`config.mk`:
```
export PLATFORM = sky130hd
export DESIGN_NAME = tsr_trig_stamp_rx
export DESIGN_NICKNAME = d
export VERILOG_FILES = /design/src/rtl/tsr_pkg.sv /design/src/rtl/tsr_rst_sync.sv /design/src/rtl/tsr_sync.sv /design/src/rtl/tsr_frame_ctl.sv /design/src/rtl/tsr_shift_out.sv /design/src/rtl/tsr_trig_stamp_rx.sv
export SDC_FILE = /design/constraint.sdc
export NUM_CORES = 1
export LEC_CHECK = 0
export BUFFER_PORTS_ARGS = -buffer_cell sky130_fd_sc_hd__buf_2
export CAP_MARGIN = 20
export CORE_ASPECT_RATIO = 0.9
export CORE_MARGIN = 4
export CORE_UTILIZATION = 40
export DETAILED_ROUTE_END_ITERATION = 8
export PLACE_DENSITY = 0.65
export REMOVE_ABC_BUFFERS = 1
export SLEW_MARGIN = 40
export SYNTH_ARGS = -nofsm -noshare
export SYNTH_HDL_FRONTEND = slang
export SYNTH_SLANG_ARGS = --single-unit
```
`constraint.sdc`:
```
create_clock -name clk -period 6.1 [get_ports clk]
set_clock_uncertainty 0.05 [all_clocks]
set_input_delay 0.915 -clock clk [delete_from_list [all_inputs] [get_ports clk]]
set_output_delay 0.915 -clock clk [all_outputs]
set_load 0.02 [all_outputs]
```
`src/rtl/tsr_pkg.sv`:
```
package tsr_pkg;

  typedef enum logic [1:0] {
    ST_IDLE = 2'd0,
    ST_HIGH = 2'd1,
    ST_GAP  = 2'd2,
    ST_DATA = 2'd3
  } tsr_state_e;

endpackage

```
`src/rtl/tsr_rst_sync.sv`:
```
module tsr_rst_sync #(
  parameter int STAGES = 2
) (
  input  logic clk,
  input  logic arst_n,
  output logic rst_n_o
);

  logic [STAGES-1:0] chain_q;
  logic [STAGES-1:0] chain_nxt;

  always_comb begin
    chain_nxt = {chain_q[STAGES-2:0], 1'b1};
  end

  always_ff @(posedge clk or negedge arst_n) begin
    if (!arst_n) chain_q <= '0;
    else         chain_q <= chain_nxt;
  end

  assign rst_n_o = chain_q[STAGES-1];

endmodule

```
`src/rtl/tsr_sync.sv`:
```
module tsr_sync #(
  parameter int STAGES = 2
) (
  input  logic clk,
  input  logic rst_n,
  input  logic line_i,
  output logic lvl_o,
  output logic rise_o
);

  logic [STAGES-1:0] stg_q;
  logic              prev_q;

  for (genvar g = 0; g < STAGES; g++) begin : g_stage
    logic d_in;
    if (g == 0) begin : g_first
      assign d_in = line_i;
    end else begin : g_next
      assign d_in = stg_q[g-1];
    end
    always_ff @(posedge clk or negedge rst_n) begin
      if (!rst_n) stg_q[g] <= 1'b0;
      else        stg_q[g] <= d_in;
    end
  end

  always_ff @(posedge clk or negedge rst_n) begin
    if (!rst_n) prev_q <= 1'b0;
    else        prev_q <= stg_q[STAGES-1];
  end

  assign lvl_o  = stg_q[STAGES-1];
  assign rise_o = stg_q[STAGES-1] & ~prev_q;

endmodule

```
`src/rtl/tsr_frame_ctl.sv`:
```
module tsr_frame_ctl
  import tsr_pkg::*;
#(
  parameter int TS_W     = 24,
  parameter int HIGH_CYC = 16,
  parameter int GAP_CYC  = 24,
  parameter int BIT_CYC  = 8,
  parameter int HIGH_TOL = 2,
  parameter int HOLD_CYC = 512
) (
  input  logic clk,
  input  logic rst_n,
  input  logic lvl_i,
  input  logic rise_i,
  output logic trig_o,
  output logic smp_o,
  output logic done_o,
  output logic err_o
);

  localparam int FC_W  = $clog2(HIGH_CYC + GAP_CYC + 1);
  localparam int PH_W  = (BIT_CYC > 1) ? $clog2(BIT_CYC) : 1;
  localparam int IDX_W = (TS_W > 1) ? $clog2(TS_W) : 1;
  localparam int HC_W  = $clog2(HOLD_CYC + 1);

  localparam logic [FC_W-1:0]  FC_HI_MIN = FC_W'(HIGH_CYC - HIGH_TOL);
  localparam logic [FC_W-1:0]  FC_HI_MAX = FC_W'(HIGH_CYC + HIGH_TOL);
  localparam logic [FC_W-1:0]  FC_GAPEND = FC_W'(HIGH_CYC + GAP_CYC - 1);
  localparam logic [PH_W-1:0]  PH_MID    = PH_W'(BIT_CYC / 2);
  localparam logic [PH_W-1:0]  PH_LAST   = PH_W'(BIT_CYC - 1);
  localparam logic [IDX_W-1:0] IDX_LAST  = IDX_W'(TS_W - 1);
  localparam logic [HC_W-1:0]  HC_LOAD   = HC_W'(HOLD_CYC - 1);

  tsr_state_e       st_q, st_nxt;
  logic [FC_W-1:0]  fc_q, fc_nxt;
  logic [PH_W-1:0]  ph_q, ph_nxt;
  logic [IDX_W-1:0] idx_q, idx_nxt;
  logic [HC_W-1:0]  hc_q, hc_nxt;
  logic             err_q, err_nxt;
  logic             accept;
  logic             done_c;
  logic             smp_c;

  assign accept = rise_i && (st_q == ST_IDLE) && (hc_q == '0);

  always_comb begin
    st_nxt  = st_q;
    fc_nxt  = fc_q;
    ph_nxt  = ph_q;
    idx_nxt = idx_q;
    err_nxt = 1'b0;
    done_c  = 1'b0;
    smp_c   = 1'b0;

    if (accept)            hc_nxt = HC_LOAD;
    else if (hc_q != '0)   hc_nxt = hc_q - 1'b1;
    else                   hc_nxt = hc_q;

    unique case (st_q)
      ST_IDLE: begin
        if (accept) begin
          st_nxt = ST_HIGH;
          fc_nxt = FC_W'(1);
        end
      end
      ST_HIGH: begin
        if (lvl_i) begin
          if (fc_q == FC_HI_MAX) begin
            err_nxt = 1'b1;
            st_nxt  = ST_IDLE;
          end else begin
            fc_nxt = fc_q + 1'b1;
          end
        end else begin
          if (fc_q < FC_HI_MIN) begin
            err_nxt = 1'b1;
            st_nxt  = ST_IDLE;
          end else begin
            st_nxt = ST_GAP;
            fc_nxt = fc_q + 1'b1;
          end
        end
      end
      ST_GAP: begin
        if (fc_q == FC_GAPEND) begin
          st_nxt  = ST_DATA;
          ph_nxt  = '0;
          idx_nxt = '0;
        end else begin
          fc_nxt = fc_q + 1'b1;
        end
      end
      ST_DATA: begin
        smp_c = (ph_q == PH_MID);
        if (ph_q == PH_LAST) begin
          ph_nxt = '0;
          if (idx_q == IDX_LAST) begin
            done_c = 1'b1;
            st_nxt = ST_IDLE;
          end else begin
            idx_nxt = idx_q + 1'b1;
          end
        end else begin
          ph_nxt = ph_q + 1'b1;
        end
      end
      default: st_nxt = ST_IDLE;
    endcase
  end

  always_ff @(posedge clk or negedge rst_n) begin
    if (!rst_n) begin
      st_q  <= ST_IDLE;
      fc_q  <= '0;
      ph_q  <= '0;
      idx_q <= '0;
      hc_q  <= '0;
      err_q <= 1'b0;
    end else begin
      st_q  <= st_nxt;
      fc_q  <= fc_nxt;
      ph_q  <= ph_nxt;
      idx_q <= idx_nxt;
      hc_q  <= hc_nxt;
      err_q <= err_nxt;
    end
  end

  assign trig_o = accept;
  assign smp_o  = smp_c;
  assign done_o = done_c;
  assign err_o  = err_q;


  trig_pulse_chk: assert property (@(posedge clk) disable iff (!rst_n)
    trig_o |=> !trig_o);


  hold_load_chk: assert property (@(posedge clk) disable iff (!rst_n)
    trig_o |=> (hc_q != '0));


  err_abort_chk: assert property (@(posedge clk) disable iff (!rst_n)
    err_q |-> (st_q == ST_IDLE));


  done_pulse_chk: assert property (@(posedge clk) disable iff (!rst_n)
    done_c |=> !done_c);

endmodule

```
`src/rtl/tsr_shift_out.sv`:
```
module tsr_shift_out #(
  parameter int TS_W = 24
) (
  input  logic            clk,
  input  logic            rst_n,
  input  logic            lvl_i,
  input  logic            smp_i,
  input  logic            done_i,
  output logic [TS_W-1:0] ts_o,
  output logic            valid_o
);

  logic [TS_W-1:0] sr_q, sr_nxt;
  logic [TS_W-1:0] ts_q, ts_nxt;
  logic            val_q;

  always_comb begin
    sr_nxt = sr_q;
    if (smp_i) sr_nxt = {sr_q[TS_W-2:0], lvl_i};
    ts_nxt = ts_q;
    if (done_i) ts_nxt = sr_q;
  end

  always_ff @(posedge clk or negedge rst_n) begin
    if (!rst_n) begin
      sr_q  <= '0;
      ts_q  <= '0;
      val_q <= 1'b0;
    end else begin
      sr_q  <= sr_nxt;
      ts_q  <= ts_nxt;
      val_q <= done_i;
    end
  end

  assign ts_o    = ts_q;
  assign valid_o = val_q;


  ts_hold_chk: assert property (@(posedge clk) disable iff (!rst_n)
    !done_i |=> $stable(ts_q));

endmodule

```
`src/rtl/tsr_trig_stamp_rx.sv`:
```
module tsr_trig_stamp_rx #(
  parameter int TS_W      = 24,
  parameter int HIGH_CYC  = 16,
  parameter int GAP_CYC   = 24,
  parameter int BIT_CYC   = 8,
  parameter int HIGH_TOL  = 2,
  parameter int HOLD_CYC  = 512,
  parameter int SYNC_STG  = 2
) (
  input  logic            clk,
  input  logic            rst_n,
  input  logic            line_i,
  output logic            trig_o,
  output logic [TS_W-1:0] ts_o,
  output logic            ts_valid_o,
  output logic            frame_err_o
);

  logic rst_n_s;
  logic lvl;
  logic rise;
  logic smp;
  logic done;

  tsr_rst_sync #(.STAGES(2)) u_rst (
    .clk     (clk),
    .arst_n  (rst_n),
    .rst_n_o (rst_n_s)
  );

  tsr_sync #(.STAGES(SYNC_STG)) u_sync (
    .clk    (clk),
    .rst_n  (rst_n_s),
    .line_i (line_i),
    .lvl_o  (lvl),
    .rise_o (rise)
  );

  tsr_frame_ctl #(
    .TS_W     (TS_W),
    .HIGH_CYC (HIGH_CYC),
    .GAP_CYC  (GAP_CYC),
    .BIT_CYC  (BIT_CYC),
    .HIGH_TOL (HIGH_TOL),
    .HOLD_CYC (HOLD_CYC)
  ) u_ctl (
    .clk    (clk),
    .rst_n  (rst_n_s),
    .lvl_i  (lvl),
    .rise_i (rise),
    .trig_o (trig_o),
    .smp_o  (smp),
    .done_o (done),
    .err_o  (frame_err_o)
  );

  tsr_shift_out #(.TS_W(TS_W)) u_out (
    .clk     (clk),
    .rst_n   (rst_n_s),
    .lvl_i   (lvl),
    .smp_i   (smp),
    .done_i  (done),
    .ts_o    (ts_o),
    .valid_o (ts_valid_o)
  );


  err_no_valid_chk: assert property (@(posedge clk) disable iff (!rst_n_s)
    frame_err_o |-> !ts_valid_o);

endmodule

```
[Yosys cells after proc, flatten, opt, wreduce, memory -nomap -nowiden]
Index checks and enable logic that the tools add are counted.
Storage, ports and cells
  output and inout port bits: 27
  flip-flop bits (word level): 81
Cells by class
  bitwise gates (word level): 2
  add/subtract/negate cells: 4
  reductions and logical operators: 12
  multiplexer cells: 31
  $lt $le $gt $ge: 1
  equal/unequal tests: 17
Operators by type and width (number)
  2-to-1 mux 6 bit: 5
  2-to-1 mux 10 bit: 2
  one-hot mux 6 bit (3 select lines): 1
  2-to-1 mux 5 bit: 3
  2-to-1 mux 2 bit: 7
  zero test 10 bit: 1
  one-hot mux 5 bit (2 select lines): 1
  AND reduction 5 bit: 2
  nonzero test 10 bit: 1
  subtractor 10 x 1 -> 10 bit, second input constant: 1
  2-to-1 mux 1 bit: 8
  one-hot mux 2 bit (4 select lines): 1
  adder 6 x 1 -> 6 bit, second input constant: 1
  == test 3 bit, second input constant: 2
  == test 6 x 5 -> 1 bit, second input constant: 1
  == test 6 bit, second input constant: 1
  less-than comparator 6 x 4 -> 1 bit, second input constant: 1
  2-to-1 mux 3 bit: 2
  inequality test 2 x 1 -> 1 bit, second input constant: 3
  inequality test 2 bit, second input constant: 3
  inequality test 3 bit, second input constant: 2
  one-hot mux 3 bit (2 select lines): 1
  adder 5 x 1 -> 5 bit, second input constant: 1
  == test 5 bit, second input constant: 1
  other kinds (12): 15

[Depth between registers and ports, before layout]
  depth in word-level cells: 6
  gate-level depth with buffers: 10

[Hierarchy]
Synthesis repeated with hierarchy kept, for this count alone.
Second synthesis, totals
  cell total of the unflattened synthesis: 287
  area, all modules: 3827.4 µm²
By module, submodules not included
  tsr_shift_out: times used 1, area an instance 2019.4 µm², cells an instance 103, seq. area each 1226.2 µm²
  tsr_frame_ctl: times used 1, area an instance 1665.3 µm², cells an instance 177, seq. area each 675.6 µm²
  tsr_sync: times used 1, area an instance 88.8 µm², cells an instance 4, seq. area each 75.1 µm²
  tsr_rst_sync: times used 1, area an instance 53.8 µm², cells an instance 3, seq. area each 50.0 µm²

[Worst setup path before layout]
Ideal clock, no wire load.
  path kind: register to output
  from: register u_ctl.hc_q[0]
  to: output trig_o
  path buffers: 0
  data required time: 5.135 ns
  stages on the path, launching flop included: 7
  setup slack: 3.711 ns
  arrival: 1.424 ns
  cell sequence: dfrtp_1 -> inv_1 -> ha_1 -> or4b_1 -> nor2_4 -> nand2_4 -> clkinv_4
On the way
  cells in the longest elaborated chain, start to end: 2
Ends and longest elaborated chain
  from (decl): RTL line tsr_frame_ctl.sv:38  | logic [HC_W-1:0] hc_q, hc_nxt;
  from (signal assigned): RTL line tsr_frame_ctl.sv:124  | hc_q <= hc_nxt;
  zero test 10 bit: RTL line tsr_frame_ctl.sv:44  | assign accept = rise_i && (st_q == ST_IDLE) && (hc_q == '0);
  logical AND 1 bit: RTL line tsr_frame_ctl.sv:44
  to (decl): RTL line tsr_trig_stamp_rx.sv:13  | output logic trig_o,
Every way passes these cells.

[Final worst setup path]
Ends and elaborated chain as after synthesis.

==> flow_summary.ini <==
[status]
status = finished clean

[global_routing]
grt_usage_pct = 13.0
antenna_found_initial = 0
grt_pass1_vias = 2397
grt_pass1_wl_mm = 11.2
grt_max_degree = 35
grt_overflow_total = 0

[setup_path]
critPathLaunchType = flip-flop
critPathKind = reg -> out
worstPathArrival_ns = 2.04
cp.required_ns = 5.13
cp_max_fo = 5
end_kind = output port

[finish]
post-route-util_pct = 47.5
finalNetCount = 339
final_area_um2 = 4110
syn2layout_area_growth_pct = 14.4
drive_gt1_share_pct = 32.8
n_fill_cell = 810
diodes = 0

[detailed_routing]
dr_total_vias = 2275
drt_first_pass_iters = 4
drt-vias-per-instance = 5.08
wirelength_mm = 6.08
wl_per_cell_um = 13.6
initialDrtViolationCount = 72
postRouteAntennaNets = 0
drc = 0

[pwr]
p_per_area_nw_per_um2 = 324
max-vdd-ir-drop_mv = 0.153
p_leak_nw = 2.04
fin_total_pwr_mw = 1.33

[logic_synthesis]
synth_cell_types = 43
syn_inst = 290
synth.avg_cell_area_um2 = 12.4
ys.warnings.count = 0
synth_area_um2 = 3590
ys_async_sr_fraction_pct = 100
ys_seq_area_share_pct = 56.4
synth_edf_count = 0
synth_ff_type = dfrtp_1
ys_ff_latch = 81

[sta]
fin_tns_setup_ns = 0
tightest_slew_ns = 0.727
period_share_pct = 49.3
setup_viol_count_final = 0
maxSlewHeadroom_pct = 51.2
maxSlewViolCount = 0
min_period_ns = 3.01
hold_violations = 0
rsz0062_at_grt = no
max_freq_ghz = 0.333

[floorplan]
die_h_um = 97.9
start_util_pct = 41.6
dieArea_um2 = 10600
core_area_um2 = 8650
io_pins = 30
die_w_um = 108
row_count = 32

[cts]
htree_levels = 3
path_clk_slew_ns = 0.09
ctsResizeCount = 0
clock-root-buffer = clkbuf_8
cts_buffers = 9
ctsHoldBuffers = 0
cts_tree = yes
clock_sinks = 81
clk_latency_ns = 0.35
postCtsSetupBuffers = 0
ctsLongestPathBuffers = 2

[hold_path]
holdCritPathClass = reg -> async

[flow_run]
max-cap-violations = 0

[place]
port_buffers = 29
hpwl_mm = 4.24
place_congestion = 0.827
dpl_cell_area_um2 = 3930
## cell families after synthesis
| family | after synthesis | share of synthesized area (%) |
|---|---|---|
| AOI/OAI and AO/OA | 43 | 7.94 |
| adders and majority gates | 12 | 4.18 |
| buffers and inverters | 26 | 2.99 |
| DFF | 81 | 56.4 |
| muxes | 55 | 17.0 |
| other | 1 | 0.104 |
| and+or+nand+nor | 72 | 11.4 |
## worst max-delay path: stages (launching register included)
cell and delay [ns]:
dfrtp_1 0.43, inv_1 0.10, ha_1 0.16, or4b_1 0.54, nor2_4 0.15, nand2_4 0.09, clkinv_4 0.07, buf_2 0.16
## sequential cells by signal (all words and copies together) (netlist names), 2 cells and up, named ones only
name and cells:
u_rst.chain_q 2, u_ctl.hc_q 10, u_ctl.fc_q 6, u_ctl.idx_q 5
u_out.ts_o 24, u_out.sr_q 24, u_ctl.ph_q 3
## cells in the mapped netlist (2+ instances only)
cell type / n / share of area (%)
dfrtp_1: 81 / 56
or2_2: 2 / 0.35
nor2_4: 2 / 0.63
nor3_1: 6 / 0.84
inv_1: 14 / 1.5
nand3_1: 8 / 1.1
or3_1: 4 / 0.70
a21oi_1: 7 / 0.97
ha_1: 12 / 4.2
or4b_1: 2 / 0.56
o21ai_0: 15 / 2.1
clkbuf_1: 7 / 0.73
nand4b_1: 2 / 0.49
nand2_1: 20 / 2.1
o221ai_1: 2 / 0.49
buf_2: 4 / 0.56
a22o_1: 2 / 0.49
mux2_2: 49 / 15
o21a_1: 2 / 0.42
o31ai_1: 2 / 0.42
nor2_1: 9 / 0.94
nand3b_1: 4 / 0.84
mux2i_1: 6 / 1.7
nand2b_1: 2 / 0.35
or4_1: 2 / 0.42
a22oi_1: 4 / 0.84
a211oi_1: 2 / 0.42
and3_1: 3 / 0.52
## cell usage in the layout, fill, tap and decap left out, types with 3 or more instances in the layout
cell type    n
nand3b_1     4
a21oi_1      7
dfrtp_1     80
a22oi_1      4
and3_1       3
nand2_1     20
clkinvlp_4   3
nor2_1       9
o21ai_0     15
buf_2       29
nor3_1       6
mux2i_1      6
mux2_2      49
ha_1        12
inv_6        3
inv_1       14
nand3_1      8
clkbuf_8    10
or3_1        4
## stage by stage
step / instances / hold WS (ns) / setup WS (ns)
4_1_cts: 448 / 0.151 / 3.08
3_5_place_dp: 432 / 0.140 / 3.48
2_1_floorplan: 279 / 0.281 / 3.60
6_report: 448 / 0.137 / 3.09
3_3_place_gp: 428 / 0.284 / 3.48
5_1_grt: 448 / 0.166 / 2.96
## worst paths after layout
check                                              to  depth (start not counted)                              from  slack, ns
max reg2reg                 u_ctl.fc_q[4]$_DFFE_PN0P_                          9         u_ctl.hc_q[0]$_DFFE_PN0P_       3.59
max                                            trig_o                          7         u_ctl.hc_q[0]$_DFFE_PN0P_       3.09
max in group asynchronous  u_out.sr_q[18]$_DFFE_PN0P_                          2        u_rst.chain_q[1]$_DFF_PN0_       5.19
min                         u_ctl.hc_q[0]$_DFFE_PN0P_                          0        u_rst.chain_q[1]$_DFF_PN0_       0.14
min in group clk               u_sync.lvl_o$_DFF_PN0_                          0  u_sync.g_stage[1].d_in$_DFF_PN0_       0.30
min reg2reg                 u_ctl.hc_q[0]$_DFFE_PN0P_                          0        u_rst.chain_q[1]$_DFF_PN0_       0.14
## layout make-up
type / instances / area [um^2] / area share, %
sequential: 81 / 2030 / 49.4
multi-input combinational: 183 / 1470 / 35.6
timing repair buffer: 34 / 219 / 5.33
tap: 119 / 149 / 3.62
clock buffer: 10 / 138 / 3.35
inverter: 15 / 61.3 / 1.49
clock inverter: 6 / 48.8 / 1.19
## power by group
part	total, mW	internal (mW)	switching, mW
Clock	0.367	0.163	0.204
Sequential	0.678	0.599	0.0791
Combinational	0.288	0.124	0.163
Total	1.33	0.886	0.447
## per-layer routing
metal	vias up	global-route usage (%)	wire, um
li1	1105	-	-
met1	1139	17.2	2980
met2	24	20.3	2810
met3	7	3.50	198
met4	0	5.05	93
met5	-	0	0
No activity file was read; power rests on OpenSTA's default activity.
